==> config.mk <==
export PLATFORM = sky130hd
export DESIGN_NAME = idle_wake_ctrl
export DESIGN_NICKNAME = d
export VERILOG_FILES = /design/src/rtl/idle_wake_pkg.sv /design/src/rtl/idle_div_counter.sv /design/src/rtl/irq_pend_latch.sv /design/src/rtl/idle_wake_fsm.sv /design/src/rtl/idle_wake_ctrl.sv
export SDC_FILE = /design/constraint.sdc
export NUM_CORES = 1
export LEC_CHECK = 0
export ABC_AREA = 1
export ABC_CLOCK_PERIOD_IN_PS = 1540
export BUFFER_PORTS_ARGS = -buffer_cell sky130_fd_sc_hd__buf_2
export CAP_MARGIN = 20
export CORE_ASPECT_RATIO = 0.7
export CORE_MARGIN = 2
export CORE_UTILIZATION = 44
export DETAILED_ROUTE_END_ITERATION = 12
export PLACE_DENSITY = 0.78
export RECOVER_POWER = 100
export SLEW_MARGIN = 20
export SYNTH_ARGS = -nofsm -noshare
export SYNTH_HDL_FRONTEND = slang
export SYNTH_HIERARCHICAL = 1
export SYNTH_SLANG_ARGS = --single-unit
export TNS_END_PERCENT = 100
==> constraint.sdc <==
create_clock -name clk -period 1.54 [get_ports clk]
set_clock_uncertainty 0.05 [all_clocks]
set_input_delay 0.154 -clock clk [delete_from_list [all_inputs] [get_ports clk]]
set_output_delay 0.154 -clock clk [all_outputs]
set_load 0.02 [all_outputs]
==> src/rtl/idle_wake_pkg.sv <==
package idle_wake_pkg;

    localparam int DIV_MIN_LOG2 = 4;
    localparam int DIV_CODE_W   = 2;
    localparam int DIV_CNT_W    = DIV_MIN_LOG2 + (1 << DIV_CODE_W) - 1;

    typedef enum logic [1:0] {
        WK_RUN   = 2'd0,
        WK_PLAIN = 2'd1,
        WK_DIV   = 2'd2
    } wake_state_e;

    // last count value of a divided period: (16 << code) - 1
    function automatic logic [DIV_CNT_W-1:0] div_last(input logic [DIV_CODE_W-1:0] code);
        logic [DIV_CNT_W:0] span;
        logic [DIV_CNT_W:0] less;
        span = '0;
        span[DIV_MIN_LOG2 + int'(code)] = 1'b1;
        less = span - 1'b1;
        return less[DIV_CNT_W-1:0];
    endfunction

endpackage

==> src/rtl/idle_div_counter.sv <==
module idle_div_counter
    import idle_wake_pkg::*;
(
    input  logic                  clk,
    input  logic                  rst_n,
    input  logic                  load,
    input  logic                  step,
    input  logic [DIV_CODE_W-1:0] code_in,
    output logic                  tick
);

    typedef struct packed {
        logic [DIV_CNT_W-1:0]  cnt;
        logic [DIV_CODE_W-1:0] code;
    } cnt_reg_t;

    cnt_reg_t             r_d, r_q;
    logic [DIV_CNT_W-1:0] cnt_last;

    always_comb begin
        r_d      = r_q;
        tick     = 1'b0;
        cnt_last = div_last(r_q.code);
        if (load) begin
            r_d.cnt  = '0;
            r_d.code = code_in;
        end else if (step) begin
            if (r_q.cnt == cnt_last) begin
                r_d.cnt = '0;
                tick    = 1'b1;
            end else begin
                r_d.cnt = r_q.cnt + 1'b1;
            end
        end
    end

    always_ff @(posedge clk or negedge rst_n) begin
        if (!rst_n) begin
            r_q <= '0;
        end else begin
            r_q <= r_d;
        end
    end

    // the count never leaves the selected period
    a_r2_cnt_bounded: assert property (@(posedge clk) disable iff (!rst_n)
        r_q.cnt <= div_last(r_q.code));

    // the captured divisor holds while no load happens
    a_r7_code_held: assert property (@(posedge clk) disable iff (!rst_n)
        !load |=> $stable(r_q.code));

endmodule

==> src/rtl/irq_pend_latch.sv <==
module irq_pend_latch #(
    parameter int NUM_IRQ = 8
) (
    input  logic               clk,
    input  logic               rst_n,
    input  logic [NUM_IRQ-1:0] irq_req,
    input  logic [NUM_IRQ-1:0] irq_svc,
    input  logic [NUM_IRQ-1:0] irq_en,
    output logic [NUM_IRQ-1:0] irq_pend,
    output logic               wake_src
);

    typedef struct packed {
        logic [NUM_IRQ-1:0] pend;
    } pend_reg_t;

    pend_reg_t r_d, r_q;

    always_comb begin
        r_d      = r_q;
        r_d.pend = (r_q.pend & ~irq_svc) | irq_req;
        irq_pend = r_q.pend;
        wake_src = |(r_q.pend & irq_en);
    end

    always_ff @(posedge clk or negedge rst_n) begin
        if (!rst_n) begin
            r_q <= '0;
        end else begin
            r_q <= r_d;
        end
    end

    for (genvar i = 0; i < NUM_IRQ; i++) begin : g_line_chk
        // a request always leaves its flag set
        a_r3_req_sets: assert property (@(posedge clk) disable iff (!rst_n)
            irq_req[i] |=> r_q.pend[i]);
        // an unserviced flag is never lost
        a_r3_pend_kept: assert property (@(posedge clk) disable iff (!rst_n)
            (r_q.pend[i] && !irq_svc[i]) |=> r_q.pend[i]);
        // without a request a flag never appears
        a_r3_no_spurious: assert property (@(posedge clk) disable iff (!rst_n)
            (!r_q.pend[i] && !irq_req[i]) |=> !r_q.pend[i]);
    end

endmodule

==> src/rtl/idle_wake_fsm.sv <==
module idle_wake_fsm
    import idle_wake_pkg::*;
(
    input  logic clk,
    input  logic rst_n,
    input  logic idle_req,
    input  logic idle_divided,
    input  logic wake_src,
    input  logic tick,
    output logic cnt_load,
    output logic cnt_step,
    output logic wake,
    output logic core_cen
);

    typedef struct packed {
        wake_state_e state;
    } fsm_reg_t;

    fsm_reg_t r_d, r_q;

    always_comb begin
        r_d      = r_q;
        wake     = 1'b0;
        cnt_load = (r_q.state == WK_RUN);
        cnt_step = (r_q.state == WK_DIV);
        unique case (r_q.state)
            WK_RUN: begin
                if (idle_req) begin
                    r_d.state = idle_divided ? WK_DIV : WK_PLAIN;
                end
            end
            WK_PLAIN: begin
                if (wake_src) begin
                    wake      = 1'b1;
                    r_d.state = WK_RUN;
                end
            end
            WK_DIV: begin
                if (tick && wake_src) begin
                    wake      = 1'b1;
                    r_d.state = WK_RUN;
                end
            end
            default: r_d.state = WK_RUN;
        endcase
        core_cen = (r_q.state == WK_RUN) || wake || tick;
    end

    always_ff @(posedge clk or negedge rst_n) begin
        if (!rst_n) begin
            r_q.state <= WK_RUN;
        end else begin
            r_q <= r_d;
        end
    end

    // wake lasts a single cycle
    a_r8_wake_single: assert property (@(posedge clk) disable iff (!rst_n)
        wake |=> !wake);

    // after a wake the core runs at full rate
    a_r4_resume_run: assert property (@(posedge clk) disable iff (!rst_n)
        wake |=> core_cen);

    // a divided pulse that does not wake is followed by a quiet cycle
    a_r2_sparse_pulse: assert property (@(posedge clk) disable iff (!rst_n)
        (tick && !wake) |=> !core_cen);

    // idle persists until a wake, whatever idle_req does
    a_r7_idle_holds: assert property (@(posedge clk) disable iff (!rst_n)
        (r_q.state != WK_RUN && !wake) |=> (r_q.state == $past(r_q.state)));

endmodule

==> src/rtl/idle_wake_ctrl.sv <==
module idle_wake_ctrl
    import idle_wake_pkg::*;
#(
    parameter int NUM_IRQ = 8
) (
    input  logic                  clk,
    input  logic                  rst_n,
    input  logic                  idle_req,
    input  logic                  idle_divided,
    input  logic [DIV_CODE_W-1:0] idle_code,
    input  logic [NUM_IRQ-1:0]    irq_req,
    input  logic [NUM_IRQ-1:0]    irq_en,
    input  logic [NUM_IRQ-1:0]    irq_svc,
    output logic                  core_cen,
    output logic                  wake,
    output logic [NUM_IRQ-1:0]    irq_pend
);

    logic wake_src;
    logic tick;
    logic cnt_load;
    logic cnt_step;

    irq_pend_latch #(.NUM_IRQ(NUM_IRQ)) pend_i (
        .clk      (clk),
        .rst_n    (rst_n),
        .irq_req  (irq_req),
        .irq_svc  (irq_svc),
        .irq_en   (irq_en),
        .irq_pend (irq_pend),
        .wake_src (wake_src)
    );

    idle_div_counter div_i (
        .clk     (clk),
        .rst_n   (rst_n),
        .load    (cnt_load),
        .step    (cnt_step),
        .code_in (idle_code),
        .tick    (tick)
    );

    idle_wake_fsm fsm_i (
        .clk          (clk),
        .rst_n        (rst_n),
        .idle_req     (idle_req),
        .idle_divided (idle_divided),
        .wake_src     (wake_src),
        .tick         (tick),
        .cnt_load     (cnt_load),
        .cnt_step     (cnt_step),
        .wake         (wake),
        .core_cen     (core_cen)
    );

    // a wake needs an enabled pending line at the ports
    a_r6_wake_enabled: assert property (@(posedge clk) disable iff (!rst_n)
        wake |-> |(irq_pend & irq_en));

    // a wake always comes with a clock enable
    a_r4_wake_cen: assert property (@(posedge clk) disable iff (!rst_n)
        wake |-> core_cen);

endmodule

# [Yosys cells after proc, flatten, opt, wreduce, memory -nomap -nowiden]
# Index checks and enable logic that the tools add are counted.
[word_totals] reg_bits=19 rom_bits=0 mem_count=0 latch_bits=0 mem_bits_rw=0 word_cells=43
[classes] addsub=3 mux=16 n_bitwise=4 n_lt_le_gt_ge=2 div_mod_pow=0 shifts=0 n_eq_ne=6 multipliers=0 reduce_logical=8
[ops] operator="32-bit by 1-bit greater-or-equal comparator with 1-bit output (second input constant)" n=1
[ops] operator="32-bit by 5-bit less-than comparator with 1-bit output (second input constant)" n=1
[ops] operator="7-bit two-way mux" n=3
[ops] operator="8-bit AND" n=2
[ops] operator="2-bit two-way mux" n=4
[ops] operator="8-bit NOT" n=1
[ops] operator="8-bit OR" n=1
[ops] operator="8-bit OR reduction" n=1
[ops] operator="7-bit by 1-bit adder with 7-bit output (second input constant)" n=1
[ops] operator="7-bit equality test" n=1
[ops] operator="7-bit by 1-bit subtractor with 7-bit output (second input constant)" n=1
[ops] operator="1-bit two-way mux" n=6
[ops] operator="2-bit one-hot mux with 3 select lines" n=1
[ops] operator="3-bit by 2-bit adder with 4-bit output (first input constant)" n=1
[ops] operator="2-bit by 1-bit inequality test with 1-bit output (second input constant)" n=2
[ops] operator="1-bit demux with 3-bit select" n=1
[ops] operator="3-bit AND reduction" n=1
[ops] operator="2-bit by 1-bit equality test with 1-bit output (second input constant)" n=1
[ops] operator="2-bit equality test (second input constant)" n=1
[ops] operator="1-bit logical AND" n=2
[ops] operator="2-bit zero test" n=1
[ops] operator="1-bit logical OR" n=2
[ops] operator="2-bit inequality test (second input constant)" n=1
[ops] operator="1-bit one-hot mux with 2 select lines" n=1
[ops] operator="2-bit nonzero test" n=1

# [Depth between registers and ports, before layout]
[depth] depth_word=15 mapped_depth=11 mapped_depth_nobuf=11

# [Cells and area by module]
# Netlist, hierarchy kept.
[modules_own_cells] mod="idle_div_counter" instances=1 cells_each=73 seq_area_each_um2=225.2 area_each_um2=615.6
[modules_own_cells] mod="irq_pend_latch" instances=1 cells_each=39 seq_area_each_um2=200.2 area_each_um2=346.6
[modules_own_cells] mod="idle_wake_fsm" instances=1 cells_each=32 seq_area_each_um2=50.0 area_each_um2=215.2

# [Worst setup path after synthesis]
# Ideal clock, no wire load.
[synth_timing] path_kind="reg-to-output" from="register div_i/r_q[2] (netlist bit)" to="output core_cen" t_arrival_ps=1398 path_buffers=0 slack_ps=-62 path_stages_with_launch=10 path_cell_list="dfrtp_1 ha_1 nand3_2 nor2_4 nand3_4 nor3_2 nand2_1 nand2_1 nand3_1 nand2_1"
[synth_between] elab_chain_len=9
[synth_rtl] element="start: declaration" line_no="idle_div_counter.sv:17" text="cnt_reg_t r_d, r_q;"
[synth_rtl] element="start signal: assignment" line_no="idle_div_counter.sv:41" text="r_q <= r_d;"
[synth_rtl] element="7-bit equality test (*)" line_no="idle_div_counter.sv:28" text="if (r_q.cnt == cnt_last) begin"
[synth_rtl] element="1-bit two-way mux (*)" line_no="idle_div_counter.sv:28"
[synth_rtl] element="1-bit two-way mux (*)" line_no="idle_div_counter.sv:27" text="end else if (step) begin"
[synth_rtl] element="1-bit two-way mux (*)" line_no="idle_div_counter.sv:24" text="if (load) begin"
[synth_rtl] element="net tick" line_no="idle_wake_ctrl.sv:20" text="logic tick;"
[synth_rtl] element="1-bit logical AND" line_no="idle_wake_fsm.sv:40" text="if (tick && wake_src) begin"
[synth_rtl] element="1-bit two-way mux" line_no="idle_wake_fsm.sv:40"
[synth_rtl] element="1-bit one-hot mux with 2 select lines" line_no="idle_wake_fsm.sv:27" text="unique case (r_q.state)"
[synth_rtl] element="1-bit logical OR" line_no="idle_wake_fsm.sv:47" text="core_cen = (r_q.state == WK_RUN) || wake || tick;"
[synth_rtl] element="1-bit logical OR (*)" line_no="idle_wake_fsm.sv:47"
[synth_rtl] element="end: declaration" line_no="idle_wake_ctrl.sv:14" text="output logic core_cen,"
# Mark *: on every way through the listed nets, which the timed path passes. The rest lies on a longest branch.

# [Final worst setup path]
# Same ends and word-level chain as after synthesis.

==> qor.csv <==
metric,value,unit
Routed WL per cell,11.9,um
via density per instance,4.64,
slowest CP cell,dfrtp_1,
Final Cycle Share,121,%
Final min period,1860,ps
crit path cell chain,ha_4 > nand3_4 > nor2_4 > nand3_4 > nor3_4 > nand2_1 > nand2_2 > nand3_2 > nand2_2 > buf_6,
hold path start,irq_svc[4],
Static Leak,0.855,nW
part of the power in registers,31.9,%
Final Cell Area,1630,sq um
Crit. Startpoint,div_i/r_q[2],
setup violators final,6,
pwr dens,1270,nW/um^2
"Seq/Total Area, Yosys",40.4,%
Root Buffer,clkbuf_8,
clk_lat worst skew,260,ps
ANT nets after route,0,
grt peak-use layer,met2,
Top Ports,40,
global-route wire length before repair,4.57,mm
kind of critical path,reg2out,
Final WS setup,-322,ps
mapped cell area,1180,sq um
vias in the first global route,1080,
diode count,0,
GRT met3 Usage,6.47,%
CTS Buffer Depth,2,
1st-iter DRT viols,22,
DRT Wirelength,2.81,mm
TritonCTS clock tree,yes,
crit path max fanout,2,
final net count,237,
actual slew at the worst max-slew pin,1070,ps
Placer Congestion,0.791,
CTS Sinks,19,
gr ovfl total,0,
Die H,47.3,um
switching pwr,889,uW
# port buffers,39,
status,"finished, violations left",
H-tree depth,1,
largest net degree at the start of global routing,20,
CP max stage delay,410,ps
Row Count,15,
max cap viols,0,
layout cell share with drive strength beyond 1,40.8,%
worst vdd ir,0.658,mV
Clock Power Share,17.9,%
"top cells by area, synth","dfrtp_1, nand2_1, inv_1, ha_1, o21bai_1",
DRC Markers,0,
Initial Util,47.2,%
Crit path required time,1340,ps
Worst EP arrival,1660,ps
RSZ-0062 raised after global routing,true,
Worst-path clk slew,80,ps
cell taking the most area after synthesis,dfrtp_1,
M1 GR Usage,22.8,%
placed cell areas,1540,sq um
cts bufs inserted,3,
First-pass DRT Iterations,4,
failing checks,setup timing,
Seq cells post-synth,19,
crit end category,primary output,
sw frac,43.1,%
"Warnings, synthesis",6,
initial antenna violation count,0,
Worst Hold Class,in2reg,
Mapped Nets,179,
total track usage,20.4,%
Int Pwr,1.17,mW
Slew Limit Fails,0,
die span in x,65.8,um
final hold vios,0,
FMAX,537,MHz
met2 usage in global routing,38.6,%
Post-Syn Area per Cell,8.18,sq um
Post-Syn Instances,144,
Util after Layout,65.3,%
Worst slew margin,28.9,%
CP Launch Type,flip-flop,
worst r2r src,fsm_i/r_q[0],
DIE AREA,3110,sq um
Combinational Power Share,50.2,%
core box area,2500,sq um
Synth cell types,22,
post-synth top area share,40.4,%
via count,1090,
post-DP HPWL,2.22,mm
Area Overhead vs Synth,38.4,%
synthesized netlist by cell type:
cell type and number:
a21oi_1 1, a21oi_2 5, buf_6 1, dfrtp_1 19, ha_1 5, inv_1 24, inv_2 2, inv_6 1
nand2_1 43, nand2_2 5, nand2_4 1, nand3_1 4, nand3_2 4, nand3_4 1, nand4_1 4, nor2_1 6
nor2_2 1, nor2_4 2, nor2_8 1, nor3_2 1, o21ai_0 5, o21bai_1 8
per-layer routing:
metal	up-vias	share of wire, %
li1	560	-
met1	493	43
met2	35	50
met3	2	6.1
met4	0	0.68
met5	-	0
timing repair:
| action | 4_1_cts | 5_1_grt |
|---|---|---|
| hold buffers | 1 | 0 |
| resized for setup | 7 | 1 |
| endpoints found under the hold margin | 19 | 0 |
| pin swaps | 1 | 2 |
| endpoints found under the setup margin | 5 | 7 |
| buffers inserted | 2 | 0 |
registers in the layout, summed over array words and instances, names as in the netlist:
register	cells
div_i/r_q	9
pend_i/irq_pend	8
fsm_i/r_q	2
cell usage in the layout (no fill, tap or decap), drive strengths merged:
master and instances:
dfrtp 19, nor2 10, nand2 49, nand3 9, nand4 4, buf 43
clkbuf 13, o21bai 8, a21oi 6, inv 27, nor3 1, ha 5
o21ai 5, clkinvlp 1, dlygate4sd3 1
worst paths after layout:
check | endpoint | slack [ps] | cells past startpoint
worst min-delay path | pend_i/irq_pend[4] | 9 | 2
worst max register to register | div_i/r_q[7] | -70 | 9
min in group asynchronous | div_i/r_q[3] | 550 | 2
worst max-delay path | core_cen | -320 | 10
worst min register to register | pend_i/irq_pend[5] | 490 | 2
max in group asynchronous | fsm_i/r_q[1] | 170 | 2
per-stage QoR:
step                      total power, mW  hold WS, ps  worst slack, ps  setup TNS [ps]  instances
final                                2.06         8.60             -322            -857        235
after global routing                 2.20         4.24             -413           -1740        235
after CTS                            2.09         2.26             -309            -664        235
after detailed placement             1.64         70.1             -104            -294        228
after global placement               1.58         57.8            -25.1           -25.1        228
after floorplan                      1.37         -192             1.03               0        144
critical path, delay by kind of cell (launching register included):
kind | cells | cell delay, ps
AND/OR/NAND/NOR | 8 | 710
buffers and inverters | 1 | 110
flip-flops | 1 | 410
adder cells (fa/ha/maj) | 1 | 170
power groups by stage:
stage / registers [mW] / logic (mW) / clock network [mW]
2_1_floorplan: 0.665 / 0.706 / 0
3_3_place_gp: 0.648 / 0.927 / 0
3_5_place_dp: 0.657 / 0.979 / 0
4_1_cts: 0.656 / 1.05 / 0.385
5_1_grt: 0.666 / 1.13 / 0.404
6_report: 0.659 / 1.03 / 0.369
cells by family after synthesis:
family	synth area share, %
fa+ha+maj	5.31
compound gates	11.4
buf+inv	9.99
flops	40.4
simple gates	32.9
final cells by class:
| type | instances | area (sq um) |
|---|---|---|
| Inverter | 27 | 106 |
| Multi-Input combinational cell | 97 | 646 |
| Clock buffer | 3 | 41.3 |
| Sequential cell | 19 | 477 |
| Fill cell | 213 | 867 |
| Timing Repair Buffer | 54 | 309 |
| Tap cell | 34 | 42.5 |
| Clock inverter | 1 | 7.51 |
Power figures use the tool's default switching activity.
